`src/rtl/shfl_pkg.sv`:
```
package shfl_pkg;

  localparam int OP_W = 3;

  typedef enum logic [OP_W-1:0] {
    FC_STEP  = 3'd0,
    FC_JUMP  = 3'd1,
    FC_CALL  = 3'd2,
    FC_CALLC = 3'd3,
    FC_IF    = 3'd4,
    FC_LOOP  = 3'd5,
    FC_END   = 3'd6,
    FC_SPARE = 3'd7
  } fc_op_e;

endpackage

```
`src/rtl/shfl_decode_flow.sv`:
```
module shfl_decode_flow
  import shfl_pkg::*;
#(
  parameter int AW = 12,
  parameter int LW = 8
) (
  input  logic [OP_W-1:0] op,
  input  logic            cond,
  input  logic [AW-1:0]   cur_pc,
  input  logic [AW-1:0]   dest,
  input  logic [AW-1:0]   count,
  input  logic [LW-1:0]   rep_in,
  input  logic [LW-1:0]   step_in,
  output logic [AW-1:0]   nxt_pc,
  output logic            open_scope,
  output logic [AW-1:0]   s_final,
  output logic [AW-1:0]   s_ret,
  output logic [AW-1:0]   s_start,
  output logic [LW-1:0]   s_rep,
  output logic [LW-1:0]   s_inc,
  output logic            load_loop,
  output logic            halt
);

  fc_op_e        kind;
  logic [AW-1:0] seq_pc;
  logic [AW-1:0] dest_end;

  assign kind     = fc_op_e'(op);
  assign seq_pc   = cur_pc + AW'(1);
  assign dest_end = dest + count;

  always_comb begin
    nxt_pc     = seq_pc;
    open_scope = 1'b0;
    s_final    = '0;
    s_ret      = '0;
    s_start    = '0;
    s_rep      = '0;
    s_inc      = '0;
    load_loop  = 1'b0;
    halt       = 1'b0;
    case (kind)
      FC_JUMP: begin
        if (cond) nxt_pc = dest;
      end
      FC_CALL, FC_CALLC: begin
        if (kind == FC_CALL || cond) begin
          open_scope = 1'b1;
          s_start    = dest;
          s_final    = dest_end;
          s_ret      = seq_pc;
          nxt_pc     = dest;
        end
      end
      FC_IF: begin
        open_scope = 1'b1;
        s_ret      = dest_end;
        if (cond) begin
          s_start = seq_pc;
          s_final = dest;
          nxt_pc  = seq_pc;
        end else begin
          s_start = dest;
          s_final = dest_end;
          nxt_pc  = dest;
        end
      end
      FC_LOOP: begin
        open_scope = 1'b1;
        load_loop  = 1'b1;
        s_start    = seq_pc;
        s_final    = dest + AW'(2);
        s_ret      = dest + AW'(1);
        s_rep      = rep_in;
        s_inc      = step_in;
        nxt_pc     = seq_pc;
      end
      FC_END: begin
        halt   = 1'b1;
        nxt_pc = cur_pc;
      end
      default: nxt_pc = seq_pc;
    endcase
  end

endmodule

```
`src/rtl/shfl_scope_stack.sv`:
```
module shfl_scope_stack #(
  parameter int AW    = 12,
  parameter int LW    = 8,
  parameter int DEPTH = 8
) (
  input  logic          clk,
  input  logic          rst_n,
  input  logic          clear,
  input  logic          push,
  input  logic          pop,
  input  logic          dec,
  input  logic [AW-1:0] in_final,
  input  logic [AW-1:0] in_ret,
  input  logic [AW-1:0] in_start,
  input  logic [LW-1:0] in_rep,
  input  logic [LW-1:0] in_inc,
  output logic [AW-1:0] top_final,
  output logic [AW-1:0] top_ret,
  output logic [AW-1:0] top_start,
  output logic [LW-1:0] top_rep,
  output logic [LW-1:0] top_inc,
  output logic          empty,
  output logic          full
);

  localparam int PW = $clog2(DEPTH + 1);

  logic [PW-1:0] used_q;
  logic [PW-1:0] top_idx;

  logic [AW-1:0] fin_w [DEPTH];
  logic [AW-1:0] ret_w [DEPTH];
  logic [AW-1:0] sta_w [DEPTH];
  logic [LW-1:0] rep_w [DEPTH];
  logic [LW-1:0] inc_w [DEPTH];

  assign top_idx = used_q - PW'(1);
  assign empty   = (used_q == '0);
  assign full    = (used_q == PW'(DEPTH));

  always_ff @(posedge clk or negedge rst_n) begin
    if (!rst_n) begin
      used_q <= '0;
    end else if (clear) begin
      used_q <= '0;
    end else if (push) begin
      used_q <= used_q + PW'(1);
    end else if (pop) begin
      used_q <= used_q - PW'(1);
    end
  end

  for (genvar g = 0; g < DEPTH; g++) begin : g_slot
    logic [AW-1:0] fin_q;
    logic [AW-1:0] ret_q;
    logic [AW-1:0] sta_q;
    logic [LW-1:0] rep_q;
    logic [LW-1:0] inc_q;
    logic          wr_hit;
    logic          dec_hit;

    assign wr_hit  = push && (used_q == PW'(g));
    assign dec_hit = dec && !empty && (top_idx == PW'(g));

    always_ff @(posedge clk or negedge rst_n) begin
      if (!rst_n) begin
        fin_q <= '0;
        ret_q <= '0;
        sta_q <= '0;
        rep_q <= '0;
        inc_q <= '0;
      end else if (wr_hit) begin
        fin_q <= in_final;
        ret_q <= in_ret;
        sta_q <= in_start;
        rep_q <= in_rep;
        inc_q <= in_inc;
      end else if (dec_hit) begin
        rep_q <= rep_q - LW'(1);
      end
    end

    assign fin_w[g] = fin_q;
    assign ret_w[g] = ret_q;
    assign sta_w[g] = sta_q;
    assign rep_w[g] = rep_q;
    assign inc_w[g] = inc_q;
  end

  always_comb begin
    top_final = '0;
    top_ret   = '0;
    top_start = '0;
    top_rep   = '0;
    top_inc   = '0;
    for (int i = 0; i < DEPTH; i++) begin
      if (!empty && top_idx == PW'(i)) begin
        top_final = fin_w[i];
        top_ret   = ret_w[i];
        top_start = sta_w[i];
        top_rep   = rep_w[i];
        top_inc   = inc_w[i];
      end
    end
  end

  AST_POP_NOT_EMPTY: assert property (@(posedge clk) disable iff (!rst_n)
    (pop || dec) |-> !empty) else $error("close with empty stack");

  AST_PUSH_NOT_FULL: assert property (@(posedge clk) disable iff (!rst_n)
    push |-> !full) else $error("push into full stack");

  AST_DEPTH_BOUND: assert property (@(posedge clk) disable iff (!rst_n)
    used_q <= PW'(DEPTH)) else $error("depth beyond limit");

  AST_PUSH_POP_EXCL: assert property (@(posedge clk) disable iff (!rst_n)
    !(push && (pop || dec))) else $error("open and close together");

endmodule

```
`src/rtl/shfl_loop_reg.sv`:
```
module shfl_loop_reg #(
  parameter int LW = 8
) (
  input  logic          clk,
  input  logic          rst_n,
  input  logic          add_en,
  input  logic [LW-1:0] add_val,
  input  logic          load_en,
  input  logic [LW-1:0] load_val,
  output logic [LW-1:0] value
);

  logic [LW-1:0] val_q;

  always_ff @(posedge clk or negedge rst_n) begin
    if (!rst_n) begin
      val_q <= '0;
    end else if (load_en) begin
      val_q <= load_val;
    end else if (add_en) begin
      val_q <= val_q + add_val;
    end
  end

  assign value = val_q;

  AST_LOOP_EXCL: assert property (@(posedge clk) disable iff (!rst_n)
    !(add_en && load_en)) else $error("loop load during closure");

  AST_LOOP_HOLD: assert property (@(posedge clk) disable iff (!rst_n)
    (!add_en && !load_en) |=> (value == $past(value))) else $error("loop reg drift");

endmodule

```
`src/rtl/shader_flow_seq.sv`:
```
module shader_flow_seq
  import shfl_pkg::*;
#(
  parameter int AW    = 12,
  parameter int LW    = 8,
  parameter int DEPTH = 8
) (
  input  logic            clk,
  input  logic            rst_n,
  input  logic            start,
  input  logic [AW-1:0]   start_pc,
  input  logic            ins_valid,
  output logic            ins_ready,
  input  logic [OP_W-1:0] ins_op,
  input  logic            ins_cond,
  input  logic [AW-1:0]   ins_dest,
  input  logic [AW-1:0]   ins_count,
  input  logic [LW-1:0]   loop_repeat,
  input  logic [LW-1:0]   loop_init,
  input  logic [LW-1:0]   loop_step,
  output logic [AW-1:0]   pc,
  output logic [LW-1:0]   loop_reg,
  output logic            done,
  output logic            overflow
);

  logic [AW-1:0] pc_q;
  logic          run_q;
  logic          done_q;
  logic          ovf_q;

  logic [AW-1:0] d_nxt;
  logic          d_open;
  logic [AW-1:0] d_final;
  logic [AW-1:0] d_ret;
  logic [AW-1:0] d_start;
  logic [LW-1:0] d_rep;
  logic [LW-1:0] d_inc;
  logic          d_load;
  logic          d_halt;

  logic [AW-1:0] t_final;
  logic [AW-1:0] t_ret;
  logic [AW-1:0] t_start;
  logic [LW-1:0] t_rep;
  logic [LW-1:0] t_inc;
  logic          st_empty;
  logic          st_full;

  logic          at_close;
  logic          close_go;
  logic          fire_go;
  logic          push_go;
  logic          push_drop;
  logic          last_pass;

  assign at_close  = run_q && !st_empty && (pc_q == t_final);
  assign ins_ready = run_q && !at_close;
  assign close_go  = at_close && !start;
  assign fire_go   = ins_valid && ins_ready && !start;
  assign push_go   = fire_go && d_open && !st_full;
  assign push_drop = fire_go && d_open && st_full;
  assign last_pass = (t_rep == '0);

  shfl_decode_flow #(.AW(AW), .LW(LW)) u_decode (
    .op        (ins_op),
    .cond      (ins_cond),
    .cur_pc    (pc_q),
    .dest      (ins_dest),
    .count     (ins_count),
    .rep_in    (loop_repeat),
    .step_in   (loop_step),
    .nxt_pc    (d_nxt),
    .open_scope(d_open),
    .s_final   (d_final),
    .s_ret     (d_ret),
    .s_start   (d_start),
    .s_rep     (d_rep),
    .s_inc     (d_inc),
    .load_loop (d_load),
    .halt      (d_halt)
  );

  shfl_scope_stack #(.AW(AW), .LW(LW), .DEPTH(DEPTH)) u_stack (
    .clk      (clk),
    .rst_n    (rst_n),
    .clear    (start),
    .push     (push_go),
    .pop      (close_go && last_pass),
    .dec      (close_go && !last_pass),
    .in_final (d_final),
    .in_ret   (d_ret),
    .in_start (d_start),
    .in_rep   (d_rep),
    .in_inc   (d_inc),
    .top_final(t_final),
    .top_ret  (t_ret),
    .top_start(t_start),
    .top_rep  (t_rep),
    .top_inc  (t_inc),
    .empty    (st_empty),
    .full     (st_full)
  );

  shfl_loop_reg #(.LW(LW)) u_loop (
    .clk     (clk),
    .rst_n   (rst_n),
    .add_en  (close_go),
    .add_val (t_inc),
    .load_en (fire_go && d_load && !st_full),
    .load_val(loop_init),
    .value   (loop_reg)
  );

  always_ff @(posedge clk or negedge rst_n) begin
    if (!rst_n) begin
      pc_q   <= '0;
      run_q  <= 1'b0;
      done_q <= 1'b0;
      ovf_q  <= 1'b0;
    end else if (start) begin
      pc_q   <= start_pc;
      run_q  <= 1'b1;
      done_q <= 1'b0;
      ovf_q  <= 1'b0;
    end else if (close_go) begin
      pc_q <= last_pass ? t_ret : t_start;
    end else if (fire_go) begin
      if (d_halt) begin
        run_q  <= 1'b0;
        done_q <= 1'b1;
      end else if (push_drop) begin
        pc_q  <= pc_q + AW'(1);
        ovf_q <= 1'b1;
      end else begin
        pc_q <= d_nxt;
      end
    end
  end

  assign pc       = pc_q;
  assign done     = done_q;
  assign overflow = ovf_q;

  AST_HALT_NO_READY: assert property (@(posedge clk) disable iff (!rst_n)
    done |-> !ins_ready) else $error("ready while halted");

  AST_HALT_PC_HOLD: assert property (@(posedge clk) disable iff (!rst_n)
    (done && !start) |=> $stable(pc)) else $error("pc moved while halted");

  AST_STALL_HOLD: assert property (@(posedge clk) disable iff (!rst_n)
    (ins_ready && !ins_valid && !start) |=> $stable(pc)) else $error("pc moved on stall");

  AST_PLAIN_STEP: assert property (@(posedge clk) disable iff (!rst_n)
    (ins_ready && ins_valid && !start && (ins_op == 3'd0)) |=> (pc == $past(pc) + AW'(1)))
    else $error("plain step wrong");

  AST_OVF_STICKY: assert property (@(posedge clk) disable iff (!rst_n)
    (overflow && !start) |=> overflow) else $error("overflow dropped");

  AST_START_CLEAR: assert property (@(posedge clk) disable iff (!rst_n)
    start |=> (!done && !overflow && pc == $past(start_pc))) else $error("start load wrong");

endmodule

```
`config.mk`:
```
export PLATFORM = sky130hd
export DESIGN_NAME = shader_flow_seq
export DESIGN_NICKNAME = d
export VERILOG_FILES = /design/src/rtl/shfl_pkg.sv /design/src/rtl/shfl_decode_flow.sv /design/src/rtl/shfl_scope_stack.sv /design/src/rtl/shfl_loop_reg.sv /design/src/rtl/shader_flow_seq.sv
export SDC_FILE = /design/constraint.sdc
export NUM_CORES = 1
export LEC_CHECK = 0
export BUFFER_PORTS_ARGS = -buffer_cell sky130_fd_sc_hd__buf_4
export CAP_MARGIN = 20
export CORE_MARGIN = 3
export CORE_UTILIZATION = 57
export CTS_CLUSTER_DIAMETER = 40
export DETAILED_ROUTE_END_ITERATION = 7
export HOLD_SLACK_MARGIN = 0.02
export PLACE_DENSITY = 0.72
export SETUP_SLACK_MARGIN = 0.05
export SLEW_MARGIN = 20
export SYNTH_ARGS = -nofsm -noshare
export SYNTH_HDL_FRONTEND = slang
export SYNTH_SLANG_ARGS = --single-unit
```
`constraint.sdc`:
```
create_clock -name clk -period 15.2 [get_ports clk]
set_clock_uncertainty 0.05 [all_clocks]
set_input_delay 3.04 -clock clk [delete_from_list [all_inputs] [get_ports clk]]
set_output_delay 3.04 -clock clk [all_outputs]
set_load 0.02 [all_outputs]
```
# After elaboration in Yosys (flattened, before gate mapping)
# Index checks and enable logic that the tools add are counted.
# totals
register_bits	443
input_bits	68
word_cells	250
# op_classes
addsub	15
n_eq_ne	26
muxes	97
n_reduce_logical	66
# op_table
operator	count
12-bit two-way mux	37
8-bit two-way mux	36
12-bit one-hot mux with 3 select lines	3
8-bit by 1-bit subtractor with 8-bit output (second input constant)	8
12-bit one-hot mux with 4 select lines	1
1-bit logical AND	38
4-bit by 3-bit equality test with 1-bit output (second input constant)	8
12-bit by 1-bit adder with 12-bit output (second input constant)	2
2-bit nonzero test	12
4-bit by 2-bit equality test with 1-bit output (second input constant)	4
1-bit two-way mux	16
12-bit adder	1
12-bit by 2-bit adder with 12-bit output (second input constant)	1
12-bit equality test	1
4-bit two-way mux	3
3-bit equality test (second input constant)	3
8-bit adder	1
4-bit by 1-bit equality test with 1-bit output (second input constant)	2
4-bit logical NOT	2
8-bit logical NOT	1
3-bit by 2-bit equality test with 1-bit output (second input constant)	2
3-bit AND reduction	2
3-bit nonzero test	2
1-bit logical NOT	5
other kinds (11)	13

# Depth between registers and ports, before layout
# logic_depth
ltp_word	24
depth_mapped	25

# Modules after synthesis
# From an unflattened synthesis, not the netlist that was laid out.
# hier_totals
cells_unflattened	2805
area_unflattened_um2	25553.3
# by_module_without_submodules
module	instances	cells_per_inst	area_per_inst_um2
shfl_scope_stack	1	2147	20812.5
shfl_decode_flow	1	388	2384.8
shader_flow_seq	1	188	1629.1
shfl_loop_reg	1	82	726.9

# Worst setup path before layout
# No wires, ideal clock.
# synth_timing
path_type	reg-to-output
start	register u_stack.used_q[0]
end	output port ins_ready
arrival_time_ps	3698
required_time_ps	12110
path_slack_ps	8412
path_stages_with_launch	17
n_path_buf	6
cell_sequence	dfrtp_1 -> inv_1 -> ha_1 -> clkbuf_1 -> buf_2 -> a21oi_1 -> clkbuf_1 -> a2111oi_4 -> o32ai_1 -> or3_1 -> a2111oi_2 -> and4_1 -> buf_4 -> nand2_2 -> buf_2 -> buf_2 -> and2_1
# synth_via
elab_chain_len	15
word_cells_on_any_way	32
classes_between	1 x add/sub; 8 x eq/ne; 8 x mux; 15 x reduce/logical
# synth_lines
element	line_no	source
from (decl)	shfl_scope_stack.sv:28	logic [PW-1:0] used_q;
from (signal assigned)	shfl_scope_stack.sv:47	used_q <= used_q + PW'(1);
from (signal assigned)	shfl_scope_stack.sv:49	used_q <= used_q - PW'(1);
4-bit by 1-bit subtractor with 4-bit output or 4-bit logical NOT (tied branches)	shfl_scope_stack.sv:37, shfl_scope_stack.sv:38	
4-bit logical NOT or 1-bit logical NOT (tied branches)	shfl_scope_stack.sv:97, shader_flow_seq.sv:57	
1-bit logical AND	shfl_scope_stack.sv:97	if (!empty && top_idx == PW'(i)) begin
12-bit two-way mux (8 in a row)	shfl_scope_stack.sv:97	
12-bit equality test	shader_flow_seq.sv:57	assign at_close = run_q && !st_empty && (pc_q == t_final);
1-bit logical AND (*)	shader_flow_seq.sv:57	
1-bit logical NOT (*)	shader_flow_seq.sv:58	assign ins_ready = run_q && !at_close;
1-bit logical AND (*)	shader_flow_seq.sv:58	
to (decl)	shader_flow_seq.sv:13	output logic ins_ready,
# Mark *: on every way between the ends. The rest lies on a longest branch, timed or not.

# Final worst setup path
# Same ends and word-level chain as after synthesis.

==> results by stage <==
Floorplan:
- In this run the horizontal extent of the chip is between 200 and 250 um.
- In this run the core area contains 74 standard-cell rows.
- Pin placement for this block handled approximately 90 I/O pins.
- The die covers around 44000 um2.
- The height of the chip is 210 um.
- For this configuration, the core starts out at a cell density of 0.579.
- The placeable core region is 41000 um2.

Global routing:
- The all-layer global routing usage is 0.355.
- The via count of the first global-routing pass is 20700.
- Entering global routing, the biggest net connects around 180 pins.
- The wire length of the first global-routing pass is approximately 120000 um.
- The remaining global-route overflow is 0.
- The number of antenna violations at the first check in global routing is 0.

Power and ir drop:
- The static leakage is 11.4 nW.
- Of the total power, registers draw 0.414.
- The share of total power dissipated in combinational logic is 0.151.
- VDD sags by at most 0.0955 mV.
- The switching power is 0.000998 W.
- The areal power density over the cells is 124 nW/um2.
- Of the total power, the clock network draws 0.436.
- The switching power share of the total is 0.299.
- The final total power is 0.00333 W.
- Cell internal power was estimated by the tool at between 0.002 and 0.0025 W.

Synthesis:
- The proportion of synthesized chip area in sequential cells is 0.467.
- The share of synthesized flip-flops with an asynchronous set or reset is 1.00.
- The combinational family with the most area after synthesis is compound AO/OA/AOI/OAI gates.
- Synthesis produced a netlist with a net count of ~2800.
- The post-synthesis cell count is 2726.
- Among all cell types in the netlist, the one instantiated most often is nand2_1.
- Among all flip-flop cells after synthesis, the most frequent one is dfrtp_1.
- Of the total synthesized cell area, the portion taken by AND, OR, NAND and NOR gates is 0.178.
- The top cell type by total area after synthesis is dfrtp_1.
- After synthesis, the cell types taking the most area are dfrtp_1, o21ai_0, nand2_1.
- The proportion of netlist area held by the largest area contributor is 0.467.
- The number of flops mapped to enable cells by yosys is 0.
- The number of flip-flops and latches in the synthesized netlist is 443.
- Of the total synthesized cell area, the portion taken by XOR and XNOR cells is 0.0362.
- In the synthesized netlist, the cells that appear most often are nand2_1, dfrtp_1, o21ai_0.
- The cell area that synthesis handed to floorplanning was around 24000 um2.
- The adder and majority cell fraction of the synthesized area is 0.0201.
- Of the post-synthesis cell area, the part taken by muxes is 0.00870.
- The number of distinct library cells after synthesis is 89.
- For this run, the number of Yosys warnings is 0.
- Each instance of the synthesized netlist takes up on average 8.71 um2.
- The compound-gate portion of the synthesized area is 0.243.

Detailed routing:
- Wires add up to 78600 um.
- In the routed layout, each cell is associated on average with a via count of 6.55.
- The routed wirelength normalized by instance count is around 24 um.
- The count of antenna-violating nets left after detailed routing is 0.
- The remaining design rule violation count is 0.
- The length of the first detailed-routing pass in iterations is 6.
- For this block, the initial DRC count from the detailed router was 2677.
- The total vias in the final route is between 20000 and 25000.

Worst setup path:
- In this run the worst setup path begins at u_stack.used_q[0].
- STA classifies the critical path endpoint as an output pin.
- For this design, the slowest cell found on the critical path is nor3_1.
- The depth of the worst register-to-register path is 14.
- The number of cells on the critical path is 12.
- Grouping stages by cell kind, the critical path spends the most delay in simple AND/OR/NAND/NOR gates.
- The kind of start point of the critical path is a flop.
- The setup check on the worst reg-to-reg path leaves a slack of 8.63 ns.
- The setup path with the least slack is of type reg -> out.
- The largest single stage delay on the critical path is 0.83 ns.
- The capturing point of the worst reg2reg path is u_stack.g_slot[6].sta_q[10].
- In this run the worst path has a maximum fanout of 28.
- The arrival time at the worst endpoint is between 5 and 6 ns.
- The startpoint of the lowest-slack register-to-register path is u_stack.used_q[0].
- The number of buffer and inverter stages on the critical path is 2.
- The capturing element of the worst setup path is ins_ready.
- Data on the critical path is required at its endpoint by between 10 and 15 ns.
- Traced cell by cell, the critical path runs through inv_1 -> ha_1 -> nand3b_1 -> o22ai_2 -> o21ai_0 -> a221o_1 -> xnor2_1 -> o2111ai_1 -> nor3_1 -> nand2_2 -> and2_1 -> buf_4.

CTS:
- Clock-pin slew was measured on the worst setup and hold paths at roughly 0.06 ns.
- Clock tree synthesis found a total of 443 sinks.
- Post-CTS timing repair inserted 0 buffers for setup.
- The maximum number of buffers from clock root to sink is 3.
- The later pin in the worst-skew pair is clocked with a latency of approximately 0.62 ns.
- The count of cells resized by post-cts repair is 0.
- The TritonCTS clock tree is built.
- The number of buffers added by the clock tree synthesis step is 59.
- The H-tree depth is 2.
- The number of hold buffers added after CTS was 0.
- The root buffer cell chosen for the clock tree is clkbuf_16.

STA:
- At the pin with the least slew margin, the transition time is around 1.2 ns.
- Setup repair after global routing left no endpoint under its margin.
- Of the available clock period, the critical path in the final layout requires 0.585.
- The normalized max-slew margin is 0.231.
- The shortest period the worst path allows is 8.89 ns.
- The count of final max-slew check failures is 0.
- The final count of negative-setup-slack endpoints is 0.
- The sum of negative setup slack is 0 ns.
- The hold violation count in the final report is 0.
- Timing would allow up to 112 MHz.

Min path:
- The class of the worst hold path is reg -> reg.

Place:
- The weighted congestion at the end of routability-driven global placement is 0.971.
- The detailed-placement wirelength estimate is approximately 50000 um.
- In this run the cell area measured after placement is 24800 um2.
- The number of input and output port buffers inserted is 90.

Layout:
- After routing the design area is 26900 um2.
- The net count of the finished layout is 2825.
- The area added between synthesis and finish is 13.4%.
- The fraction of final layout cells sized beyond drive strength 1 is 0.121.

Job:
- Max-cap violations in this run came to 0.

Status:
- The run finished with clean final reports.
[worst register-to-register path, stage by stage (launching register included)]
cell and delay [ns]:
dfrtp_1 0.46, inv_1 0.19, ha_1 0.55, nand3b_1 0.50
o22ai_2 0.66, o21ai_0 0.19, a221o_1 0.34, xnor2_1 0.15
o2111ai_1 0.15, nor3_1 0.83, nand2_2 0.62, nand4_1 0.62
buf_6 0.24, buf_4 0.59, o21ai_0 0.24
[worst min path at each step]
stage	start	end	slack [ns]	cells after the start
final	u_stack.g_slot[2].ret_q[7]	u_stack.g_slot[2].ret_q[7]	0.43	2
after global routing	u_stack.g_slot[7].inc_q[4]	u_stack.g_slot[7].inc_q[4]	0.45	2
after CTS	u_stack.g_slot[7].inc_q[7]	u_stack.g_slot[7].inc_q[7]	0.43	2
after detailed placement	u_stack.g_slot[5].ret_q[7]	u_stack.g_slot[5].ret_q[7]	0.41	2
after global placement	u_stack.g_slot[5].ret_q[7]	u_stack.g_slot[5].ret_q[7]	0.41	2
after floorplan	u_stack.g_slot[2].fin_q[5]	u_stack.g_slot[2].fin_q[5]	0.39	2
[power groups by stage]
stage          Combinational, W  Clock (W)  Sequential [W]
2_1_floorplan          0.000307          0         0.00137
3_3_place_gp           0.000475          0         0.00139
3_5_place_dp           0.000492          0         0.00139
4_1_cts                0.000494    0.00146         0.00137
5_1_grt                0.000552    0.00152         0.00139
6_report               0.000502    0.00145         0.00138
[registers in the layout (all words and copies together) (netlist names)]
| name | flops |
|---|---|
| u_stack.g_slot.fin_q | 96 |
| u_stack.used_q | 4 |
| u_stack.g_slot.rep_q | 64 |
| u_stack.g_slot.ret_q | 96 |
| u_stack.g_slot.inc_q | 64 |
| overflow | 1 |
| pc | 12 |
| u_loop.value | 8 |
| u_stack.g_slot.sta_q | 96 |
| run_q | 1 |
| done | 1 |
[per-layer routing]
layer  vias up  share of wire  track usage
met3       223          0.087       0.0702
met5         -              0            0
li1       9760              -            -
met4         0          0.043        0.146
met1     10600           0.42        0.493
met2      1074           0.45        0.554
[layout by cell type (no fill, tap or decap), types with 8 or more instances in the layout]
cell type,netlist,routed
a21oi_1,157,157
nor2b_1,19,18
mux2i_1,11,11
a222oi_1,14,14
nand3_1,47,46
nor2_1,178,176
xor2_1,30,30
ha_1,35,32
clkbuf_16,0,60
o21ai_0,394,394
o21ai_1,22,21
nor3_2,11,13
and4_1,8,8
a22oi_1,42,42
o221ai_1,14,14
and2_1,14,14
nand2_1,496,496
a31oi_1,18,18
dfrtp_1,443,443
and3_1,14,14
buf_4,4,150
a221oi_1,51,51
clkinv_2,0,8
a21o_1,9,9
a22o_1,10,10
xnor2_1,68,68
a211oi_1,10,10
or3_1,18,18
a221o_1,31,31
clkinvlp_4,0,10
nor3_1,33,29
inv_1,40,40
inv_6,0,10
nand4_1,27,27
o211ai_1,30,30
o22ai_1,42,42
nor4_1,10,10
nand2b_1,14,14
[per-stage QoR]
stage          worst slack (ns)   util  instances  hold WS, ns
2_1_floorplan              8.41      -       2726        0.392
3_3_place_gp               7.28  0.603       3184        0.409
3_5_place_dp               7.10  0.604       3187        0.415
4_1_cts                    6.42  0.655       3299        0.432
5_1_grt                    5.93  0.656       3303        0.449
6_report                   6.31  0.656       3304        0.429
[cell families after synthesis]
logic type	Yosys count
AND/OR/NAND/NOR	935
flip-flops	443
multiplexers	19
XOR/XNOR	98
buffers and inverters	269
adder cells (fa/ha/maj)	37
AO/OA/AOI/OAI	925
[final cells by class]
type	count	area (um2)
diodes	1	2.50
clock buffers	66	1550
clock inverters	46	532
fillers	3412	14100
inverters	43	161
multi-input cells	2014	11700
flip-flops and latches	443	11100
well taps	532	666
repair buffers	159	1240
Power figures use the tool's default switching activity.
